File: config.mk
export PLATFORM = sky130hd
export DESIGN_NAME = cfgbus_target
export DESIGN_NICKNAME = d
export VERILOG_FILES = /design/src/rtl/cfgb_pkg.sv /design/src/rtl/cfgb_sync.sv /design/src/rtl/cfgb_idle.sv /design/src/rtl/cfgb_regbank.sv /design/src/rtl/cfgbus_target.sv
export SDC_FILE = /design/constraint.sdc
export NUM_CORES = 1
export LEC_CHECK = 0
export CAP_MARGIN = 25
export CORE_MARGIN = 2
export CORE_UTILIZATION = 42
export CTS_CLUSTER_SIZE = 20
export DETAILED_ROUTE_END_ITERATION = 12
export DONT_BUFFER_PORTS = 1
export SYNTH_ARGS = -nofsm -noshare
export SYNTH_HDL_FRONTEND = slang
export SYNTH_SLANG_ARGS = --single-unit
File: constraint.sdc
create_clock -name clk -period 7.85 [get_ports clk]
set_input_delay 0.3925 -clock clk [delete_from_list [all_inputs] [get_ports clk]]
set_output_delay 0.3925 -clock clk [all_outputs]
set_load 0.005 [all_outputs]
File: src/rtl/cfgb_pkg.sv
package cfgb_pkg;

  typedef enum logic [2:0] {
    ST_IDLE,
    ST_DEVADR,
    ST_REGADR,
    ST_WDATA,
    ST_RDATA,
    ST_IGNORE
  } tgt_state_e;

  // Next register pointer: wraps from the last implemented register to 0.
  function automatic logic [7:0] ptr_advance(input logic [7:0] p, input int unsigned nregs);
    if (32'(p) >= nregs - 1) return 8'h00;
    return p + 8'd1;
  endfunction

  function automatic logic addr_in_bank(input logic [7:0] a, input int unsigned nregs);
    return 32'(a) < nregs;
  endfunction

endpackage

File: src/rtl/cfgb_sync.sv
module cfgb_sync #(
  parameter int STAGES = 2
) (
  input  logic clk,
  input  logic rst_n,
  input  logic scl_i,
  input  logic sda_i,
  output logic scl_s,
  output logic sda_s,
  output logic ev_start,
  output logic ev_stop,
  output logic ev_rise,
  output logic ev_fall
);
  logic [STAGES-1:0] scl_pipe, sda_pipe;
  logic scl_d, sda_d;

  always_ff @(posedge clk or negedge rst_n) begin
    if (!rst_n) begin
      scl_pipe <= '1;
      sda_pipe <= '1;
      scl_d    <= 1'b1;
      sda_d    <= 1'b1;
    end else begin
      scl_pipe <= {scl_pipe[STAGES-2:0], scl_i};
      sda_pipe <= {sda_pipe[STAGES-2:0], sda_i};
      scl_d    <= scl_s;
      sda_d    <= sda_s;
    end
  end

  assign scl_s    = scl_pipe[STAGES-1];
  assign sda_s    = sda_pipe[STAGES-1];
  assign ev_start = scl_s & scl_d & sda_d & ~sda_s;
  assign ev_stop  = scl_s & scl_d & ~sda_d & sda_s;
  assign ev_rise  = scl_s & ~scl_d;
  assign ev_fall  = ~scl_s & scl_d;

endmodule

File: src/rtl/cfgb_idle.sv
module cfgb_idle #(
  parameter int T_BUF      = 20,
  parameter int T_HIGH_MAX = 60
) (
  input  logic clk,
  input  logic rst_n,
  input  logic scl_s,
  input  logic sda_s,
  input  logic ev_start,
  input  logic ev_stop,
  output logic bus_idle
);
  localparam int MAXT = (T_BUF > T_HIGH_MAX) ? T_BUF : T_HIGH_MAX;
  localparam int CW   = $clog2(MAXT + 2);
  localparam logic [CW-1:0] BUF_LIM  = CW'(T_BUF);
  localparam logic [CW-1:0] HIGH_LIM = CW'(T_HIGH_MAX);

  logic [CW-1:0] cnt;
  logic          after_stop;
  logic          both_hi;
  logic [CW-1:0] lim;

  assign both_hi = scl_s & sda_s;
  assign lim     = after_stop ? BUF_LIM : HIGH_LIM;

  always_ff @(posedge clk or negedge rst_n) begin
    if (!rst_n) begin
      cnt        <= '0;
      bus_idle   <= 1'b0;
      after_stop <= 1'b0;
    end else begin
      if (ev_stop)       after_stop <= 1'b1;
      else if (ev_start) after_stop <= 1'b0;
      if (!both_hi) begin
        cnt      <= '0;
        bus_idle <= 1'b0;
      end else if (!bus_idle) begin
        if (cnt >= lim) bus_idle <= 1'b1;
        else            cnt      <= cnt + 1'b1;
      end
    end
  end

  // idle can only be reported after both lines were seen high
  p_idle_needs_high_r8: assert property (@(posedge clk) disable iff (!rst_n)
    $rose(bus_idle) |-> $past(scl_s && sda_s));

endmodule

File: src/rtl/cfgb_regbank.sv
module cfgb_regbank
  import cfgb_pkg::*;
#(
  parameter int NREGS = 40
) (
  input  logic               clk,
  input  logic               rst_n,
  input  logic               wr_en,
  input  logic [7:0]         wr_addr,
  input  logic [7:0]         wr_data,
  input  logic [7:0]         rd_addr,
  output logic [7:0]         rd_data,
  output logic [NREGS*8-1:0] dump,
  output logic               in_buf_dis,
  output logic               out_pwr_dn
);
  localparam int IBD_REG = 'h26;
  localparam int OPD_REG = 'h01;

  logic [7:0] mem [NREGS];

  always_ff @(posedge clk or negedge rst_n) begin
    if (!rst_n) begin
      for (int i = 0; i < NREGS; i++) mem[i] <= 8'h00;
    end else if (wr_en) begin
      for (int i = 0; i < NREGS; i++)
        if (wr_addr == 8'(i)) mem[i] <= wr_data;
    end
  end

  always_comb begin
    rd_data = 8'h00;
    for (int i = 0; i < NREGS; i++)
      if (rd_addr == 8'(i)) rd_data = mem[i];
  end

  for (genvar g = 0; g < NREGS; g++) begin : g_dump
    assign dump[g*8 +: 8] = mem[g];
  end

  if (NREGS > IBD_REG) begin : g_ibd
    assign in_buf_dis = (mem[IBD_REG] == 8'h40);
  end else begin : g_no_ibd
    assign in_buf_dis = 1'b0;
  end

  if (NREGS > OPD_REG) begin : g_opd
    assign out_pwr_dn = (mem[OPD_REG] == 8'h10);
  end else begin : g_no_opd
    assign out_pwr_dn = 1'b0;
  end

  // a write outside the bank leaves every register untouched
  p_oob_write_keeps_bank_r5: assert property (@(posedge clk) disable iff (!rst_n)
    (wr_en && !addr_in_bank(wr_addr, NREGS)) |=> $stable(dump));

endmodule

File: src/rtl/cfgbus_target.sv
module cfgbus_target
  import cfgb_pkg::*;
#(
  parameter logic [6:0] DEV_ADDR    = 7'h2C,
  parameter int         NREGS       = 40,
  parameter int         T_BUF       = 20,
  parameter int         T_HIGH_MAX  = 60,
  parameter int         SYNC_STAGES = 2
) (
  input  logic               clk,
  input  logic               rst_n,
  input  logic               cs,
  input  logic               scl_i,
  input  logic               sda_i,
  output logic               sda_oe,
  output logic               bus_idle,
  output logic               in_buf_dis,
  output logic               out_pwr_dn,
  output logic [NREGS*8-1:0] reg_dump
);
  localparam logic [7:0] LAST_REG = 8'(NREGS - 1);

  logic scl_s, sda_s, ev_start, ev_stop, ev_rise, ev_fall;
  tgt_state_e state;
  logic [3:0] bitcnt;
  logic [7:0] shreg, txbyte, ptr, rd_data;
  logic       mack;
  logic       active, ack_open, ack_close, wr_en, dev_hit;

  cfgb_sync #(.STAGES(SYNC_STAGES)) u_sync (
    .clk(clk), .rst_n(rst_n), .scl_i(scl_i), .sda_i(sda_i),
    .scl_s(scl_s), .sda_s(sda_s), .ev_start(ev_start), .ev_stop(ev_stop),
    .ev_rise(ev_rise), .ev_fall(ev_fall)
  );

  cfgb_idle #(.T_BUF(T_BUF), .T_HIGH_MAX(T_HIGH_MAX)) u_idle (
    .clk(clk), .rst_n(rst_n), .scl_s(scl_s), .sda_s(sda_s),
    .ev_start(ev_start), .ev_stop(ev_stop), .bus_idle(bus_idle)
  );

  cfgb_regbank #(.NREGS(NREGS)) u_bank (
    .clk(clk), .rst_n(rst_n), .wr_en(wr_en), .wr_addr(ptr), .wr_data(shreg),
    .rd_addr(ptr), .rd_data(rd_data), .dump(reg_dump),
    .in_buf_dis(in_buf_dis), .out_pwr_dn(out_pwr_dn)
  );

  // Named internal events
  assign active    = (state != ST_IDLE) && (state != ST_IGNORE);
  assign ack_open  = cs && active && ev_fall && (bitcnt == 4'd8);
  assign ack_close = cs && active && ev_fall && (bitcnt == 4'd9);
  assign wr_en     = ack_open && (state == ST_WDATA);
  assign dev_hit   = (shreg[7:1] == DEV_ADDR);

  always_ff @(posedge clk or negedge rst_n) begin
    if (!rst_n) begin
      state  <= ST_IDLE;
      bitcnt <= 4'd0;
      shreg  <= 8'h00;
      txbyte <= 8'h00;
      ptr    <= 8'h00;
      mack   <= 1'b0;
      sda_oe <= 1'b0;
    end else if (!cs) begin
      state  <= ST_IDLE;
      bitcnt <= 4'd0;
      sda_oe <= 1'b0;
    end else if (ev_start) begin
      state  <= ST_DEVADR;
      bitcnt <= 4'd0;
      sda_oe <= 1'b0;
    end else if (ev_stop || bus_idle) begin
      state  <= ST_IDLE;
      sda_oe <= 1'b0;
    end else if (active) begin
      if (ev_rise) begin
        if (bitcnt < 4'd8) shreg <= {shreg[6:0], sda_s};
        if (bitcnt == 4'd8 && state == ST_RDATA) mack <= ~sda_s;
        if (bitcnt != 4'd9) bitcnt <= bitcnt + 4'd1;
      end else if (ack_open) begin
        unique case (state)
          ST_DEVADR: begin
            if (dev_hit) begin
              sda_oe <= 1'b1;
              mack   <= 1'b1;
              state  <= shreg[0] ? ST_RDATA : ST_REGADR;
            end else begin
              sda_oe <= 1'b0;
              state  <= ST_IGNORE;
            end
          end
          ST_REGADR: begin
            ptr    <= shreg;
            sda_oe <= 1'b1;
            state  <= ST_WDATA;
          end
          ST_WDATA: begin
            ptr    <= ptr_advance(ptr, NREGS);
            sda_oe <= 1'b1;
          end
          default: sda_oe <= 1'b0;
        endcase
      end else if (ack_close) begin
        bitcnt <= 4'd0;
        if (state == ST_RDATA) begin
          if (mack) begin
            txbyte <= rd_data;
            ptr    <= ptr_advance(ptr, NREGS);
            sda_oe <= ~rd_data[7];
          end else begin
            state  <= ST_IGNORE;
            sda_oe <= 1'b0;
          end
        end else begin
          sda_oe <= 1'b0;
        end
      end else if (ev_fall && state == ST_RDATA && bitcnt != 4'd0 && bitcnt < 4'd8) begin
        sda_oe <= ~txbyte[3'd7 - bitcnt[2:0]];
      end
    end
  end

  // a deselected target releases the data line
  p_quiet_without_cs_r6: assert property (@(posedge clk) disable iff (!rst_n)
    !cs |=> !sda_oe);

  // the pull-down is only switched on after the clock was seen low
  p_drive_on_scl_low_r7: assert property (@(posedge clk) disable iff (!rst_n)
    $rose(sda_oe) |-> $past(!scl_s));

  // after an address mismatch the target stays silent
  p_ignore_silent_r2: assert property (@(posedge clk) disable iff (!rst_n)
    (state == ST_IGNORE) |-> !sda_oe);

  // a write at the last register sends the pointer back to 0
  p_ptr_wrap_r5: assert property (@(posedge clk) disable iff (!rst_n)
    (wr_en && ptr == LAST_REG) |=> (ptr == 8'h00));

endmodule

======== Word level (Yosys, flattened, before mapping) ========
Index checks and enable logic that the tools add are counted.
operators by class
  add/subtract/negate cells ............... 4
  order comparisons ....................... 4
  eq/ne operators ......................... 66
  muxes and demuxes ....................... 113
  bitwise gates (word level) .............. 18
  reductions and logical operators ........ 70
operators by type and width
  operator             count
  $mux 8               47
  $eq 8x5->1 const B   17
  $reduce_and 2->1     41
  $eq 8x4->1 const B   8
  $eq 8x6->1 const B   8
  $mux 1               39
  $mux 3               11
  $eq 8x3->1 const B   4
  $mux 4               8
  $mux 6               4
  $reduce_and 9->1     2
  $eq 8x2->1 const B   2
  $pmux 8 s2           1
  $reduce_bool 2->1    7
  $reduce_and 6->1     2
  $logic_and 1x1->1    10
  $ne 5x1->1 const B   2
  $not 1->1            10
  $add 8x1->8 const B  1
  $and 1x1->1          8
  $eq 4x4->1 const B   2
  $eq 8x1->1 const B   1
  $eq 8x7->1 const B   1
  $ge 8x6->1 const B   1
  31 further kinds     38
word-level totals
  register bits after elaboration ......... 367
  output and inout port bits .............. 324
  word-level logic and storage cells ...... 329

======== Depth between registers and ports, before layout ========
  depth in word-level cells ............... 51
  mapped depth ............................ 13
  mapped depth without buffers ............ 9

======== Cells and area by module ========
From an unflattened synthesis, not the netlist that was laid out.
second synthesis, totals
  cell total of the unflattened synthesis .. 1593
  area total of the unflattened synthesis .. 18656.6 um2
by module, submodules not included
  module         times used  cells each  area each (um2)  sequential area each (um2)
  cfgb_regbank   1           1351        16055.4          8007.7
  cfgbus_target  1           191         1981.9           825.8
  cfgb_idle      1           41          426.7            200.2
  cfgb_sync      1           10          192.7            157.7

======== Worst setup path after synthesis ========
No wires, ideal clock.
  path type ............................... register -> register
  from .................................... register ptr[1]
  to ...................................... register sda_oe
  arrival ................................. 2526 ps
  required time ........................... 7713 ps
  setup slack ............................. 5187 ps
  stages on the path, launching flop included .. 11
  period minus slack after synthesis ...... 2663 ps
  path through ............................ dfrtp_1 -> inv_1 -> ha_1 -> buf_2 -> clkbuf_1 -> clkbuf_1 -> nor2_1 -> o22a_1 -> a2111o_1 -> a2111oi_0 -> nor3_1
on the way
  cells in the longest elaborated chain, start to end .. 51
  elaborated cells between the ends (all ways) .. 90
  those cells by class .................... 39 x eq/ne; 49 x mux; 1 x bitwise; 1 x reduce/logical
ends and longest elaborated chain
  item                      line                  text
  start: declaration        cfgbus_target.sv:26   logic [7:0] shreg, txbyte, ptr, rd_data;
  start signal: assignment  cfgbus_target.sv:92   ptr <= shreg;
  start signal: assignment  cfgbus_target.sv:97   ptr <= ptr_advance(ptr, NREGS);
  start signal: assignment  cfgbus_target.sv:107  ptr <= ptr_advance(ptr, NREGS);
  $logic_not 8->1           cfgb_regbank.sv:34    if (rd_addr == 8'(i)) rd_data = mem[i];
  $mux 8 (39 in a row)      cfgb_regbank.sv:34
  $mux 8 (*)                cfgb_regbank.sv:34
  $not 1->1 (*)             cfgbus_target.sv:108  sda_oe <= ~rd_data[7];
  $mux 1 (*)                cfgbus_target.sv:105  if (mack) begin
  $mux 1 (*)                cfgbus_target.sv:104  if (state == ST_RDATA) begin
  $mux 1 (*)                cfgbus_target.sv:102  end else if (ack_close) begin
  $mux 1 (*)                cfgbus_target.sv:79   end else if (ack_open) begin
  $mux 1 (*)                cfgbus_target.sv:75   if (ev_rise) begin
  $mux 1 (*)                cfgbus_target.sv:74   end else if (active) begin
  $mux 1 (*)                cfgbus_target.sv:71   end else if (ev_stop || bus_idle) begin
  $mux 1 (*)                cfgbus_target.sv:67   end else if (ev_start) begin
  $mux 1 (*)                cfgbus_target.sv:63   end else if (!cs) begin
  end signal: assignment    cfgbus_target.sv:108
  end signal: assignment    cfgbus_target.sv:117  sda_oe <= ~txbyte[3'd7 - bitcnt[2:0]];
  end: declaration          cfgbus_target.sv:15   output logic sda_oe,
Mark *: on every way between the ends. The rest lies on a longest branch, timed or not. The select of a mux whose other input is x is not followed.
A chain may end at the register's enable or synchronous reset.

======== Worst setup path in the final report ========
  from .................................... register ptr[0]
  to ...................................... register txbyte[3]
on the way
  cells in the longest elaborated chain, start to end .. 41
  elaborated cells between the ends (all ways) .. 80
  those cells by class .................... 39 x eq/ne; 40 x mux; 1 x reduce/logical
ends and longest elaborated chain
  item                    line                  text
  $logic_not 8->1         cfgb_regbank.sv:34
  $mux 8 (39 in a row)    cfgb_regbank.sv:34
  $mux 8 (*)              cfgb_regbank.sv:34
  end signal: assignment  cfgbus_target.sv:106  txbyte <= rd_data;
  end: declaration        cfgbus_target.sv:26
Mark *: on every way between the ends. The rest lies on a longest branch, timed or not.

==> summary.md <==
| Metric | Value |
|---|---|
| Number of routed nets with antenna violations | 0 |
| GRT Total Usage | between 30% and 40% |
| Post-synth top flop | dfrtp_1 |
| Cell mode on critical path | nor2_1 |
| Routed length per instance | about 33 microns |
| DIE HEIGHT | 216 microns |
| Vias per cell | between 6 and 7 |
| Crit-path slowest cell | nand3b_1 |
| Post-Syn Nets | 1718 |
| Mapped Area | between 15000 and 20000 sq um |
| Fmax | roughly 0.23 GHz |
| Pre-antenna DRT Iters | 7 |
| Avg Cell Area, Syn | ~11 sq um |
| # nets final | 1669 |
| Leak | between 9 and 10 nW |
| Post-CTS Setup Bufs | 0 |
| Clock sinks | between 300 and 400 |
| Critical path type | flip-flop to flip-flop |
| Ranking of synthesized cells by area | dfrtp_1 48%, mux2_2 20%, o21ai_0 2.5% |
| Setup violations, final | 0 |
| Vias in the first global route | ~15000 |
| Die ar. | between 40000 and 50000 sq um |
| CP peak stage delay | 0.71 ns |
| Layout cells sized above 1 | 29.2% |
| Count leader, synth | dfrtp_1 |
| Max IR drop VDD | between 0.00015 and 0.0002 V |
| Rel. slew slack | between 20% and 30% |
| Largest net degree at the start of global routing | 368 |
| Endpoint type of the worst setup path | flip-flop |
| Fin crit period | ~4.4 ns |
| Placer congestion estimate | 0.979 |
| Vias post-DR | about 15000 |
| Worst Hold Class | primary input to async pin |
| ANT cells | 0 |
| Outcome | complete, but fails checks |
| Cell-by-cell trace of the critical path | inv_1 > ha_2 > buf_4 > nand3b_1 > nor2_1 > o31ai_1 > a22oi_1 > o2111ai_1 > a2111oi_0 > nor2_1 |
| Num CTS Buffers | between 40 and 50 |
| Root Driver | clkbuf_16 |
| FFs w/ async S/R, synth | 100% |
| Final hold violations | ~370 |
| Max_cap viols | 0 |
| Slew Limit Fails | 0 |
| Final instance area | about 21000 sq um |
| CTS tree | yes |
| Req. time, crit path | between 8 and 9 ns |
| Hold-fix buffers, CTS | 3 |
| Hold WS | -0.448 ns |
| Critical-path maximum fanout | 37 |
| Total grt overflow | 0 |
| Setup TNS | 0 ns |
| Commonest cells in the netlist | 361 x dfrtp_1, 327 x mux2_2, 110 x nand2_1, 94 x o21ai_0, 85 x nor2_1 |
| H-Tree Depth | 2 |
| Critical Path AT | 4.87 ns |
| DP HPWL | about 54 mm |
| First-pass GRT wire length | between 100 and 150 mm |
| #FFs+latches synth | between 300 and 400 |
| Post-CTS sizing | 0 |
| Final worst path period share | a little under three fifths |
| Worst-Skew Late Latency | about 0.58 ns |
| Io pins | roughly 330 |
| Post-Synthesis Cells | roughly 1700 |
| Sequential share of the synthesized area | between 40% and 50% |
| Violated checks | negative hold slack |
| Initial antenna violation count | 1 |
| Clock Skews | ~0.028 ns |
| Port bufs | 0 |
| Syn. warnings | 0 |
| Number of synthesized flops with an enable pin | 0 |
| Slew at the pin with the worst max-slew slack | roughly 1.0 ns |
| Pwr dens | 198 nW/um^2 |
| Clock Pin Slew Worst Setup and Hold Paths | approximately 0.060 ns |
| Initial core utilization | 42.6% |
| Core area | 44300 sq um |
| Yosys cell types | 88 |
| Area leader, netlist | dfrtp_1 |
| Rows | 77 |
| Die width | ~220 microns |
| RSZ-0062 raised after global routing | false |
| Clock buffer depth | 3 |
| Placed Area | between 15000 and 20000 sq um |
| Starting DRT DRC Count | about 2000 |
| Syn-to-layout area delta | 10.0% |
| Synth top area share | a little under half |
| Post-Route WL | 76.0 mm |
| Total power | 4.12 mW |
| Crit path launch type | flip-flop |
| DRC errors left | 0 |
-- critical path: cells and delay by family (launching register included) --
| family | cells | cell delay, ns |
|---|---|---|
| AO/OA/AOI/OAI | 4 | 1.21 |
| buffers and inverters | 2 | 0.63 |
| flip-flops | 1 | 0.43 |
| adder cells (fa/ha/maj) | 1 | 0.62 |
| AND/OR/NAND/NOR | 3 | 1.39 |
-- cells in the final DEF, fill, tap and decap left out, types with 13 or more instances in the layout --
master / count
a21oi_1: 64
a31oi_1: 14
nor3_1: 38
a221oi_1: 16
inv_1: 20
o21ai_0: 94
o221ai_1: 15
mux2_2: 327
a22oi_1: 18
buf_4: 25
o22ai_1: 29
nand3_1: 41
nor2_1: 85
dfrtp_1: 359
and3_1: 13
clkbuf_16: 43
nand2b_1: 18
a211oi_1: 16
nand2_1: 110
o211ai_1: 15
nor2_2: 24
-- final timing paths --
check	end	slack [ns]	startpoint	cells past startpoint
setup / recovery	txbyte[3]	3.43	ptr[0]	10
hold / removal	u_idle.cnt[0]	-0.45	rst_n	0
setup reg to reg	txbyte[3]	3.43	ptr[0]	10
hold reg to reg	u_sync.scl_pipe[1]	0.35	u_sync.scl_pipe[0]	0
max in group asynchronous	u_bank.dump[187]	7.68	rst_n	0
min in group clk	bitcnt[3]	0.10	cs	3
-- stage by stage --
stage          setup slack, ns  cells  hold WS (ns)  util (%)
2_1_floorplan             5.19   1702        0.0969         -
3_3_place_gp              3.94   2198         0.127      43.6
3_5_place_dp              3.72   2198         0.128      43.6
4_1_cts                   3.69   2277        -0.483      46.9
5_1_grt                   3.27   2278        -0.477      46.9
6_report                  3.43   2278        -0.448      46.9
-- state kept, by name (all words and copies together) (netlist names), 2 cells and up --
signal / cells
bitcnt: 4
u_idle.cnt: 6
ptr: 8
state: 3
txbyte: 8
shreg: 8
u_sync.sda_pipe: 2
u_sync.scl_pipe: 2
u_bank.dump: 320
-- where the power goes --
group,switching (mW),internal [mW],total (mW)
clock network,0.838,1.17,2.01
registers,0.0242,1.90,1.93
logic,0.154,0.0300,0.184
total,1.02,3.10,4.12
-- cells by family after synthesis --
family	synth area share, %
simple gates	12.9
buf+inv	3.07
xor+xnor	0.365
compound gates	14.4
fa+ha+maj	0.729
mux	19.9
flops	48.7
-- area by class of cell --
| cell class | instances | area [sq um] |
|---|---|---|
| Sequential cell | 367 | 9190 |
| Clock inverter | 23 | 260 |
| Fill cell | 4130 | 23500 |
| Clock buffer | 53 | 1130 |
| Multi-Input combinational cell | 1192 | 9140 |
| Tap cell | 592 | 741 |
| Timing Repair Buffer | 29 | 230 |
| Inverter | 22 | 82.6 |
-- routing by layer --
metal / global-route usage, % / wire length [microns] / vias to the layer above
li1: - / - / 6341
met1: 42.3 / 30100 / 7900
met2: 47.9 / 33400 / 936
met3: 11.9 / 8890 / 210
met4: 13.6 / 3530 / 2
met5: 0 / 9 / -
No activity file was read; power rests on OpenSTA's default activity.
